===== config.mk =====
export PLATFORM = sky130hd
export DESIGN_NAME = dual_decade_counter
export DESIGN_NICKNAME = d
export VERILOG_FILES = /design/src/rtl/dqc_pkg.sv /design/src/rtl/dqc_edge_detect.sv /design/src/rtl/dqc_mod_counter.sv /design/src/rtl/dqc_decade.sv /design/src/rtl/dual_decade_counter.sv
export SDC_FILE = /design/constraint.sdc
export NUM_CORES = 1
export LEC_CHECK = 0
export BUFFER_PORTS_ARGS = -buffer_cell sky130_fd_sc_hd__buf_2
export CAP_MARGIN = 20
export CORE_MARGIN = 5
export CORE_UTILIZATION = 55
export DETAILED_ROUTE_END_ITERATION = 7
export PLACE_DENSITY = 0.84
export SKIP_CTS_REPAIR_TIMING = 1
export SLEW_MARGIN = 25
export SYNTH_ARGS = -nofsm -noshare
export SYNTH_HDL_FRONTEND = slang
export SYNTH_SLANG_ARGS = --single-unit

===== constraint.sdc =====
create_clock -name clk_i -period 2.8 [get_ports clk_i]
set_clock_uncertainty 0.1 [all_clocks]
set_input_delay 0 -clock clk_i [delete_from_list [all_inputs] [get_ports clk_i]]
set_output_delay 0 -clock clk_i [all_outputs]
set_load 0.05 [all_outputs]

===== src/rtl/dqc_pkg.sv =====
package dqc_pkg;
  typedef enum logic {CHAIN_BCD = 1'b0, CHAIN_BIQ = 1'b1} chain_e;
  localparam int LO_MOD = 2;
  localparam int HI_MOD = 5;
endpackage


===== src/rtl/dqc_edge_detect.sv =====
module dqc_edge_detect #(
  parameter int SYNC_STAGES = 2
) (
  input  logic clk_i,
  input  logic arst_i,
  input  logic raw_i,
  output logic fall_o
);
  // synchronizer stages plus one previous-sample stage
  logic [SYNC_STAGES:0] pipe_q;

  always_ff @(posedge clk_i or posedge arst_i) begin
    if (arst_i) pipe_q <= '0;
    else        pipe_q <= {pipe_q[SYNC_STAGES-1:0], raw_i};
  end

  assign fall_o = pipe_q[SYNC_STAGES] & ~pipe_q[SYNC_STAGES-1];

  assert_single_pulse_R3: assert property (@(posedge clk_i) disable iff (arst_i)
    fall_o |=> !fall_o)
    else $error("edge detector fired two cycles in a row");
endmodule


===== src/rtl/dqc_mod_counter.sv =====
module dqc_mod_counter #(
  parameter int MOD = 5,
  localparam int W = (MOD > 2) ? $clog2(MOD) : 1
) (
  input  logic         clk_i,
  input  logic         arst_i,
  input  logic         step_i,
  output logic [W-1:0] val_o
);
  always_ff @(posedge clk_i or posedge arst_i) begin
    if (arst_i)          val_o <= '0;
    else if (step_i) begin
      if (val_o == W'(MOD-1)) val_o <= '0;
      else                    val_o <= val_o + W'(1);
    end
  end

  assert_hold_R4: assert property (@(posedge clk_i) disable iff (arst_i)
    !step_i |=> $stable(val_o))
    else $error("section moved without a step");

  assert_range_R5: assert property (@(posedge clk_i) disable iff (arst_i)
    val_o <= W'(MOD-1))
    else $error("section value out of range");
endmodule


===== src/rtl/dqc_decade.sv =====
module dqc_decade
  import dqc_pkg::*;
#(
  parameter int SYNC_STAGES = 2
) (
  input  logic       clk_i,
  input  logic       arst_i,
  input  chain_e     mode_i,
  input  logic       tick2_i,
  input  logic       tick5_i,
  output logic [3:0] q_o
);
  localparam int HW = $clog2(HI_MOD);

  logic          fall2, fall5;
  logic          step2, step5;
  logic          bcd_carry, biq_carry;
  logic          q0;
  logic [HW-1:0] q5;

  dqc_edge_detect #(.SYNC_STAGES(SYNC_STAGES)) i_edge2 (
    .clk_i(clk_i), .arst_i(arst_i), .raw_i(tick2_i), .fall_o(fall2));
  dqc_edge_detect #(.SYNC_STAGES(SYNC_STAGES)) i_edge5 (
    .clk_i(clk_i), .arst_i(arst_i), .raw_i(tick5_i), .fall_o(fall5));

  // carries come from the raw edges so the mode muxes form no loop
  assign bcd_carry = fall2 & q0;
  assign biq_carry = fall5 & (q5 == HW'(HI_MOD-1));

  assign step2 = (mode_i == CHAIN_BIQ) ? biq_carry : fall2;
  assign step5 = (mode_i == CHAIN_BIQ) ? fall5     : bcd_carry;

  dqc_mod_counter #(.MOD(LO_MOD)) i_lo (
    .clk_i(clk_i), .arst_i(arst_i), .step_i(step2), .val_o(q0));
  dqc_mod_counter #(.MOD(HI_MOD)) i_hi (
    .clk_i(clk_i), .arst_i(arst_i), .step_i(step5), .val_o(q5));

  assign q_o = {q5, q0};

  assert_bcd_chain_R6: assert property (@(posedge clk_i) disable iff (arst_i)
    ($past(mode_i) == CHAIN_BCD && q5 != $past(q5)) |-> ($past(q0) && !q0))
    else $error("BCD: high section moved without Q0 falling");

  assert_biq_chain_R7: assert property (@(posedge clk_i) disable iff (arst_i)
    ($past(mode_i) == CHAIN_BIQ && q0 != $past(q0)) |->
      ($past(q5) == HW'(HI_MOD-1) && q5 == '0))
    else $error("bi-quinary: Q0 toggled without a high-section wrap");
endmodule


===== src/rtl/dual_decade_counter.sv =====
module dual_decade_counter
  import dqc_pkg::*;
#(
  parameter int NUM_CNT     = 2,
  parameter int SYNC_STAGES = 2
) (
  input  logic                 clk_i,
  input  logic                 rst_ni,
  input  logic [NUM_CNT-1:0]   clr_i,
  input  logic [NUM_CNT-1:0]   mode_i,
  input  logic [NUM_CNT-1:0]   tick2_i,
  input  logic [NUM_CNT-1:0]   tick5_i,
  output logic [4*NUM_CNT-1:0] q_o
);
  for (genvar g = 0; g < NUM_CNT; g++) begin : g_cnt
    logic arst;
    assign arst = ~rst_ni | clr_i[g];

    dqc_decade #(.SYNC_STAGES(SYNC_STAGES)) i_decade (
      .clk_i  (clk_i),
      .arst_i (arst),
      .mode_i (chain_e'(mode_i[g])),
      .tick2_i(tick2_i[g]),
      .tick5_i(tick5_i[g]),
      .q_o    (q_o[4*g +: 4])
    );

    assert_clear_R2: assert property (@(posedge clk_i) disable iff (!rst_ni)
      clr_i[g] |-> q_o[4*g +: 4] == 4'd0)
      else $error("counter %0d not held clear", g);
  end
endmodule


==> reports/results.md, run 1 <==
| Parameter | This run | Unit |
|---|---|---|
| Critical Path Start Type | flip-flop | - |
| Detailed Route WL | 1490 | um |
| # port buffers | 17 | - |
| Via count | 557 | - |
| Drt initial violations | 11 | - |
| HPWL after DPL | 1070 | um |
| Share of post-route cells with drive strength above 1 | 30.1 | % |
| Post-synthesis register bit count | 20 | - |
| Die Area | 2490 | sq um |
| Reg-to-reg critical path endpoint | g_cnt[1].i_decade.i_lo.val_o$_DFFE_PP0P_ | - |
| Area inside the core boundary | 1510 | sq um |
| Overall die width | 49.9 | um |
| Top cells by area in the synthesized netlist | dfrtp_1 57%, nand4bb_4 6.3%, ha_1 5.7% | - |
| Sum Neg Setup Slack | 0 | ns |
| Root Buffer Master | clkbuf_4 | - |
| Number of distinct library cells after synthesis | 17 | - |
| Post-synthesis sequential area ratio | 57.1 | % |
| Outcome | finished, final reports clean | - |
| Clock slew seen by the registers of the worst setup and hold paths | 0.11 | ns |
| Cell area after synthesis | 876 | sq um |
| Register-to-Register Path Depth | 5 | - |
| Biggest area consumer among synthesized cells | dfrtp_1 | - |
| Register-to-register setup slack | 1.38 | ns |
| Critical path type | flip-flop to flip-flop | - |
| Synthesized area divided by synthesized cell count | 13.7 | sq um |
| Number of warnings reported in the yosys synthesis log | 0 | - |
| Y dimension of the die | 49.9 | um |
| CTS HTree Levels | 1 | - |
| Most frequent standard cell in the layout excluding fill and tap cells | dfrtp_1 | - |
| Setup-failing EPs final | 0 | - |
| Number of instances in the synthesized netlist | 64 | - |
| Max-Slew Margin vs Limit | 45.6 | % |
| # diodes | 0 | - |
| Residual overflow from global routing | 0 | - |
| Commonest cells after routing, fill and taps aside | 20 x dfrtp_1, 17 x buf_2, 10 x dlygate4sd3_1 | - |
| Number of antenna violations at the first check in global routing | 0 | - |
| Fmax | 703 | MHz |
| Transition time at the pin with the least slew margin | 0.814 | ns |
| Drt wl/cell | 13.6 | um |
| Number of clock sinks | 20 | - |
| Reported max-cap violation count | 0 | - |
| Global-route wire length before repair | 2260 | um |
| Io pins | 18 | - |
| Share of the synthesized area in the top cell type | 57.1 | % |
| Startpoint of the most critical setup path | g_cnt[1].i_decade.i_hi.val_o[0]$_DFFE_PP0P_ | - |
| TritonCTS clock tree | yes | - |
| Mean number of vias per cell | 5.11 | - |
| Setup repair after global routing missed its margin | no | - |
| Number of remaining DRC errors | 0 | - |
| Largest net degree at the start of global routing | 12 | - |
| Type of the most critical hold path | input port to flip-flop | - |
| Later-pin clock latency in the skew report | 0.30 | ns |
| DR pass1 iterations | 4 | - |
| Power Dens Cells | 1000 | nW/um^2 |
| Time the worst path needs with I/O delays and setup | 1.42 | ns |
| Worst r2r src | g_cnt[1].i_decade.i_hi.val_o[0]$_DFFE_PP0P_ | - |
| Leakage power figure | 0.539 | nW |
| Final Cycle Share | 50.8 | % |
| Worst vdd rail ir drop | 0.608 | mV |
| CP Capture Type | flip-flop | - |
| Max-slew violation count | 0 | - |
| All-Layer GR Usage | 12.3 | % |
| Via count of the first global-routing pass | 519 | - |
| Data required time of the critical path | 2.93 | ns |
| End point of the critical path | g_cnt[1].i_decade.i_lo.val_o$_DFFE_PP0P_ | - |
| Layout-stage area growth over the synthesis result | 25.9 | % |
| Data arrival time at the worst-slack endpoint | 1.56 | ns |
| Num CTS Buffers | 3 | - |
| Routability cong. | 0.799 | - |
| Buffer depth of the longest clock path | 2 | - |
| Max Fanout on Critical Path | 5 | - |
| Layout net count | 108 | - |
| Number of standard-cell rows in the floorplan | 14 | - |
| Nets in the synthesized netlist | 78 | - |
| Number of hold violations in the final report | 0 | - |
| Hold Slack | 0.226 | ns |
| Remaining number of nets flagged by the antenna check after routing | 0 | - |
| Starting Density | 58.1 | % |
where the power goes:
group | switching, mW | internal, mW | total (mW)
Sequential | 0.0749 | 0.356 | 0.431
Combinational | 0.337 | 0.169 | 0.507
Clock | 0.0865 | 0.0794 | 0.166
registers in the layout, indices dropped and copies added, names as in the netlist:
signal and cells:
g_cnt.i_decade.i_hi.val_o 6, g_cnt.i_decade.i_edge5.pipe_q 6, g_cnt.i_decade.i_edge2.pipe_q 6, g_cnt.i_decade.i_lo.val_o 2
per-layer routing:
metal  track usage, %  wire [um]  vias up
li1                 -          -      272
met1             16.0        656      267
met2             17.2        724       14
met3             4.22         77        4
met4             7.86         26        0
met5                0          0        -
synthesized netlist by cell type (all sizes together):
cell	n
nor2b	4
inv	6
ha	4
mux2	3
mux2i	1
nand2	4
nand4bb	2
a21oi	6
xnor2	2
and4b	2
dfrtp	20
nor2	2
nand3b	2
o2bb2ai	2
nor3b	2
buf	2
how the worst min path moves through the flow:
| stage | from | end | slack [ns] | cells past startpoint |
|---|---|---|---|---|
| after global routing | tick2_i[1] | g_cnt[1].i_decade.i_edge2.pipe_q[0]$_DFF_PP0_ | 0.22 | 2 |
| after detailed placement | tick5_i[1] | g_cnt[1].i_decade.i_edge5.pipe_q[0]$_DFF_PP0_ | 0.009 | 1 |
| after floorplan | clr_i[0] | g_cnt[0].i_decade.i_edge2.pipe_q[0]$_DFF_PP0_ | -0.07 | 1 |
| after global placement | tick5_i[1] | g_cnt[1].i_decade.i_edge5.pipe_q[0]$_DFF_PP0_ | 0.007 | 1 |
| after CTS | tick5_i[0] | g_cnt[0].i_decade.i_edge5.pipe_q[0]$_DFF_PP0_ | -0.32 | 1 |
| final | tick5_i[1] | g_cnt[1].i_decade.i_edge5.pipe_q[0]$_DFF_PP0_ | 0.23 | 2 |
cell families (layout without fill, tap and decap cells):
kind of cell,after synthesis,after routing,synth area share [%]
flops,20,20,57.1
simple gates,18,18,19.1
compound gates,8,8,5.43
buf+inv,8,37,4.29
fa+ha+maj,4,4,5.71
mux,4,4,6.29
xor+xnor,2,2,2.00
critical path, cell delays in order, from the launching register on:
cell,delay [ns]
dfrtp_1,0.44
inv_1,0.07
ha_1,0.24
and4b_1,0.20
a21oi_1,0.17
xnor2_1,0.13
through the flow:
stage	utilization, %	cells	area (sq um)	total power, mW	worst slack, ns
floorplan	-	64	876	0.834	1.18
global placement	64.1	95	966	0.904	1.46
detailed placement	64.1	95	966	0.934	1.43
CTS	66.5	99	1000	1.10	1.40
global route	73.2	109	1100	1.17	1.35
finish	73.2	109	1100	1.10	1.38
area by class of cell:
type / count / area [sq um]
well taps: 16 / 20.0
multi-input cells: 36 / 338
fillers: 96 / 404
inverters: 6 / 22.5
clock buffers: 4 / 36.3
flip-flops and latches: 20 / 500
repair buffers: 27 / 185
(Power assumes the default switching activity.)
==> run 2: changes to the inputs <==
--- a/config.mk
+++ b/config.mk
@@ -8,9 +8,9 @@
 export BUFFER_PORTS_ARGS = -buffer_cell sky130_fd_sc_hd__buf_2
 export CAP_MARGIN = 20
 export CORE_MARGIN = 5
-export CORE_UTILIZATION = 55
+export CORE_UTILIZATION = 46
 export DETAILED_ROUTE_END_ITERATION = 7
-export PLACE_DENSITY = 0.84
+export PLACE_DENSITY = 0.75
 export SKIP_CTS_REPAIR_TIMING = 1
 export SLEW_MARGIN = 25
 export SYNTH_ARGS = -nofsm -noshare
==> constraint.sdc (replaced) <==
create_clock -name clk_i -period 1.3 [get_ports clk_i]
set_clock_uncertainty 0.1 [all_clocks]
set_input_delay 0 -clock clk_i [delete_from_list [all_inputs] [get_ports clk_i]]
set_output_delay 0 -clock clk_i [all_outputs]
set_load 0.05 [all_outputs]
==> run 2 against run 1 <==
Against the previous run:
- worst hold slack lost 0.032 ns
- final cell count grew 13%
- register-to-register slack lost 1.3 ns
- total power grew 130%
- combinational power grew 150%
- clock power grew 100%
- via count grew 1.4%
==> reports/results.md, run 2 (synthesized netlist as in run 1, its figures left out) <==
| Parameter | This run | Unit |
|---|---|---|
| Layout-stage area growth over the synthesis result | 35.7 | % |
| Routability cong. | 0.812 | - |
| Mean number of vias per cell | 4.59 | - |
| FILL cells | 141 | - |
| Reported max-cap violation count | 0 | - |
| Final Cycle Share | 97.6 | % |
| Residual overflow from global routing | 0 | - |
| Worst vdd rail ir drop | 1.08 | mV |
| Data arrival time at the worst-slack endpoint | 1.35 | ns |
| Num CTS Buffers | 3 | - |
| Leakage power figure | 0.557 | nW |
| Number of hold violations in the final report | 0 | - |
| Drt wl/cell | 12.3 | um |
| Share of post-route cells with drive strength above 1 | 45.9 | % |
| # diodes | 0 | - |
| Setup-failing EPs final | 0 | - |
| Max-Slew Margin vs Limit | 83.7 | % |
| Global-route wire length before repair | 2280 | um |
| Number of clock sinks | 20 | - |
| CP Cell Sequence | inv_2, ha_4, and4b_1, a21oi_2, xnor2_1 | - |
| Buffer depth of the longest clock path | 2 | - |
| HPWL after DPL | 1100 | um |
| Via count | 565 | - |
| Clock slew seen by the registers of the worst setup and hold paths | 0.10 | ns |
| Layout net count | 113 | - |
| Io pins | 18 | - |
| Number of antenna violations at the first check in global routing | 0 | - |
| DR pass1 iterations | 2 | - |
| Crit path buffers/inverters | 1 | - |
| Sum Neg Setup Slack | 0 | ns |
| Top Family by Delay on Critical Path | flip-flops | - |
| Transition time at the pin with the least slew margin | 0.244 | ns |
| Outcome | finished, final reports clean | - |
| Overall die width | 53.6 | um |
| Type of the most critical hold path | input port to async pin | - |
| Commonest cells after routing, fill and taps aside | 17 x buf_2, 16 x dfrtp_1, 10 x dlygate4sd3_1 | - |
| Remaining number of nets flagged by the antenna check after routing | 0 | - |
| Number of standard-cell rows in the floorplan | 15 | - |
| Setup repair after global routing missed its margin | yes | - |
| Detailed Route WL | 1510 | um |
| Largest net degree at the start of global routing | 12 | - |
| Critical Path Start Type | flip-flop | - |
| Max Fanout on Critical Path | 4 | - |
| Number of remaining DRC errors | 0 | - |
| Via count of the first global-routing pass | 538 | - |
| Critical path type | flip-flop to flip-flop | - |
| Register-to-register setup slack | 0.03 | ns |
| Drt initial violations | 2 | - |
| Worst path slowest cell | dfrtp_2 | - |
| CTS HTree Levels | 1 | - |
| Final Util | 67.4 | % |
| Most frequent standard cell in the layout excluding fill and tap cells | buf_2 | - |
| TritonCTS clock tree | yes | - |
| Starting Density | 49.6 | % |
| Peak per-stage delay on the critical path | 0.45 | ns |
| Fmax | 788 | MHz |
| Data required time of the critical path | 1.38 | ns |
| CP Capture Type | flip-flop | - |
| Registers with the most flip-flops | g_cnt.i_decade.i_edge2.pipe_q (6), g_cnt.i_decade.i_edge5.pipe_q (6), g_cnt.i_decade.i_hi.val_o (6) | - |
| Power Dens Cells | 2140 | nW/um^2 |
| All-Layer GR Usage | 11.4 | % |
| Time the worst path needs with I/O delays and setup | 1.27 | ns |
| Root Buffer Master | clkbuf_4 | - |
| Later-pin clock latency in the skew report | 0.29 | ns |
| Area inside the core boundary | 1760 | sq um |
| # port buffers | 17 | - |
| Die Area | 2880 | sq um |
| Y dimension of the die | 53.6 | um |
| Max-slew violation count | 0 | - |
==> run 2: cell types whose count changed in the layout (fill, tap and decap cells not counted), sizes merged <==
cell / before / now
buf: 17 / 22
==> run 2: power breakdown <==
group | switching [mW] | internal, mW
clock | 0.169 | 0.171
sequential | 0.174 | 0.779
combinational | 0.771 | 0.478
total | 1.11 | 1.43
==> run 2: area by class of cell <==
class | count | area (sq um) | area share, %
Sequential cell | 20 | 505 | 42.5
Inverter | 6 | 22.5 | 1.89
Multi-Input combinational cell | 36 | 370 | 31.2
Timing Repair Buffer | 32 | 223 | 18.7
Clock buffer | 4 | 36.3 | 3.05
Tap cell | 25 | 31.3 | 2.63
==> run 2: through the flow <==
stage	power, mW	area (sq um)	cells	hold slack (ns)	setup slack, ns
2_1_floorplan	1.89	913	64	-0.0686	-0.0655
3_3_place_gp	2.09	1030	106	-0.0535	0.0782
3_5_place_dp	2.13	1030	106	-0.0460	0.0365
4_1_cts	2.47	1070	110	-0.351	0.0208
5_1_grt	2.72	1190	123	0.224	-0.0244
6_report	2.54	1190	123	0.194	0.0317
==> run 2: worst min-delay path, delay by kind of cell <==
| family | cells | cell delay, ns |
|---|---|---|
| buffers and inverters | 3 | 0.81 |
| and+or+nand+nor | 1 | 0.13 |
==> run 2: metal layers <==
metal  track usage, %  share of wire (%)  vias to the layer above
li1                 -                  -                      281
met2             16.7                 49                       16
met5                0                  0                        -
met3             6.09                5.2                        2
met4             1.28               0.93                        0
met1             15.3                 45                      266
==> run 2: final timing paths <==
kind,cells after the start,from,endpoint
max,5,g_cnt[0].i_decade.i_hi.val_o[1]$_DFFE_PP0P_,g_cnt[0].i_decade.i_lo.val_o$_DFFE_PP0P_
min,4,rst_ni,g_cnt[1].i_decade.i_hi.val_o[1]$_DFFE_PP0P_
max reg2reg,5,g_cnt[0].i_decade.i_hi.val_o[1]$_DFFE_PP0P_,g_cnt[0].i_decade.i_lo.val_o$_DFFE_PP0P_
min reg2reg,0,g_cnt[1].i_decade.i_edge5.pipe_q[0]$_DFF_PP0_,g_cnt[1].i_decade.i_edge5.pipe_q[1]$_DFF_PP0_
max in group asynchronous,5,clr_i[0],g_cnt[0].i_decade.i_hi.val_o[0]$_DFFE_PP0P_
min in group clk_i,2,tick2_i[0],g_cnt[0].i_decade.i_edge2.pipe_q[0]$_DFF_PP0_
==> run 3: changes to the inputs <==
--- a/config.mk
+++ b/config.mk
@@ -11,6 +11,7 @@
 export CORE_UTILIZATION = 46
 export DETAILED_ROUTE_END_ITERATION = 7
 export PLACE_DENSITY = 0.75
+export SETUP_SLACK_MARGIN = 0.4
 export SKIP_CTS_REPAIR_TIMING = 1
 export SLEW_MARGIN = 25
 export SYNTH_ARGS = -nofsm -noshare
==> run 3 against run 2 <==
Against the previous run:
- clock power is 20% lower
- combinational power rose by 18%
- sequential power rose by 2.4%
- largest cell class unchanged
- core utilization grew 3.2 points
- wire length up 2.2%
- die area unchanged
- register-to-register slack is essentially flat
- critical path depth is the same
- total power up 7.3%
- worst hold slack got worse by 0.20 ns
- final cell count increased by 0.81%
- the run now ends with hold timing left
==> reports/results.md, run 3 (synthesized netlist as in run 1, its figures left out) <==
| Parameter | This run | Unit |
|---|---|---|
| Max-Slew Margin vs Limit | 83.6 | % |
| Type of the most critical hold path | input port to flip-flop | - |
| TritonCTS clock tree | yes | - |
| Final Cycle Share | 98.1 | % |
| All-Layer GR Usage | 12.1 | % |
| Max Fanout on Critical Path | 4 | - |
| Die Area | 2880 | sq um |
| Finished Layout Cells | 124 | - |
| CP Cell Sequence | inv_2, ha_4, and4b_1, a21oi_2, xnor2_1 | - |
| Final Util | 70.6 | % |
| Area inside the core boundary | 1760 | sq um |
| Worst r2r src | g_cnt[0].i_decade.i_hi.val_o[0]$_DFFE_PP0P_ | - |
| Residual overflow from global routing | 0 | - |
| Num CTS Buffers | 3 | - |
| Root Buffer Master | clkbuf_4 | - |
| Layout net count | 115 | - |
| Crit path buffers/inverters | 1 | - |
| Layout-stage area growth over the synthesis result | 42.1 | % |
| Most frequent standard cell in the layout excluding fill and tap cells | dfrtp_1 | - |
| Later-pin clock latency in the skew report | 0.28 | ns |
| Overall die width | 53.6 | um |
| Transition time at the pin with the least slew margin | 0.245 | ns |
| Drt wl/cell | 12.4 | um |
| Largest net degree at the start of global routing | 11 | - |
| Mean number of vias per cell | 4.73 | - |
| Registers with the most flip-flops | g_cnt.i_decade.i_edge2.pipe_q (6), g_cnt.i_decade.i_edge5.pipe_q (6), g_cnt.i_decade.i_hi.val_o (6) | - |
| Via count | 586 | - |
| Setup-failing EPs final | 0 | - |
| Io pins | 18 | - |
| Clock slew seen by the registers of the worst setup and hold paths | 0.10 | ns |
| Critical Path Start Type | flip-flop | - |
| Hold Slack | -0.00382 | ns |
| Launch instance of the worst min-delay path | mode_i[0] | - |
| Detailed Route WL | 1540 | um |
| # diodes | 0 | - |
| Pre-CTS WS | 0.0351 | ns |
| Number of antenna violations at the first check in global routing | 0 | - |
| Critical path type | flip-flop to flip-flop | - |
| Peak per-stage delay on the critical path | 0.45 | ns |
| Worst path slowest cell | dfrtp_2 | - |
| Share of post-route cells with drive strength above 1 | 51.5 | % |
| Power Dens Cells | 2190 | nW/um^2 |
| Time the worst path needs with I/O delays and setup | 1.28 | ns |
| Outcome | finished, violations left | - |
| # port buffers | 17 | - |
| Setup repair after global routing missed its margin | yes | - |
| Violated checks | hold timing | - |
| Max-slew violation count | 0 | - |
| Y dimension of the die | 53.6 | um |
| Number of standard-cell rows in the floorplan | 15 | - |
| Routability cong. | 0.769 | - |
| Via count of the first global-routing pass | 547 | - |
| Worst vdd rail ir drop | 1.39 | mV |
| Fin worst setup slack | 0.0242 | ns |
| Remaining number of nets flagged by the antenna check after routing | 0 | - |
| Data required time of the critical path | 1.38 | ns |
| Total power | 2.73 | mW |
| CTS HTree Levels | 1 | - |
| Global-route wire length before repair | 2410 | um |
| Top Family by Delay on Critical Path | flip-flops | - |
| Buffer depth of the longest clock path | 2 | - |
| Number of clock sinks | 20 | - |
| Starting Density | 49.6 | % |
| Data arrival time at the worst-slack endpoint | 1.36 | ns |
| Leakage power figure | 0.569 | nW |
| Cell count after placement | 106 | - |
| Reported max-cap violation count | 0 | - |
| DR pass1 iterations | 2 | - |
| HPWL after DPL | 1080 | um |
| Commonest cells after routing, fill and taps aside | 13 x dfrtp_1, 10 x buf_2, 9 x dlygate4sd3_1 | - |
| Startpoint of the most critical setup path | g_cnt[0].i_decade.i_hi.val_o[0]$_DFFE_PP0P_ | - |
| Number of remaining DRC errors | 0 | - |
| Drt initial violations | 4 | - |
| CP Capture Type | flip-flop | - |
| Fmax | 784 | MHz |
| Number of hold violations in the final report | 1 | - |
[run 3: layer usage]
| metal | up-vias | track usage [%] | wire (um) |
|---|---|---|---|
| met3 | 2 | 2.49 | 64 |
| met2 | 12 | 16.5 | 739 |
| met4 | 0 | 7.66 | 12 |
| met1 | 284 | 17.2 | 724 |
| li1 | 288 | - | - |
| met5 | - | 0 | 0 |
[run 3: path summary, 6_finish.rpt]
path                       cells after the start  slack, ns                                            end
max in group asynchronous                      4       0.76    g_cnt[1].i_decade.i_hi.val_o[2]$_DFFE_PP0P_
min reg2reg                                    0       0.26  g_cnt[1].i_decade.i_edge5.pipe_q[1]$_DFF_PP0_
min in group asynchronous                      4       0.18  g_cnt[0].i_decade.i_edge5.pipe_q[2]$_DFF_PP0_
max reg2reg                                    5       0.02       g_cnt[0].i_decade.i_lo.val_o$_DFFE_PP0P_
max                                            5       0.02       g_cnt[0].i_decade.i_lo.val_o$_DFFE_PP0P_
min                                            4     -0.004       g_cnt[0].i_decade.i_lo.val_o$_DFFE_PP0P_
[run 3: area by class of cell]
type,count,area [sq um]
sequential,20,509
fill,137,519
tap,25,31.3
clock buffer,3,22.5
timing repair buffer,34,287
inverter,6,22.5
multi-input combinational,36,373
[run 3: worst min-delay path, delay by kind of cell]
kind            cells  cell delay [ns]
buf+inv             1             0.11
compound gates      1             0.11
xor+xnor            1             0.07
simple gates        1             0.06
[run 3: power breakdown]
part           switching (mW)  total (mW)  internal, mW
Combinational           0.802        1.48         0.678
Clock                   0.165       0.272         0.108
Sequential              0.188       0.976         0.788
Total                    1.15        2.73          1.57
[run 3: stage by stage]
step | cell area (sq um) | hold slack [ns] | TNS (ns)
2_1_floorplan | 916 | -0.0686 | -0.128
4_1_cts | 1050 | -0.377 | 0
3_5_place_dp | 1030 | -0.0502 | 0
6_report | 1240 | -0.00382 | 0
3_3_place_gp | 1030 | -0.0501 | 0
5_1_grt | 1240 | 0.000182 | -0.0498
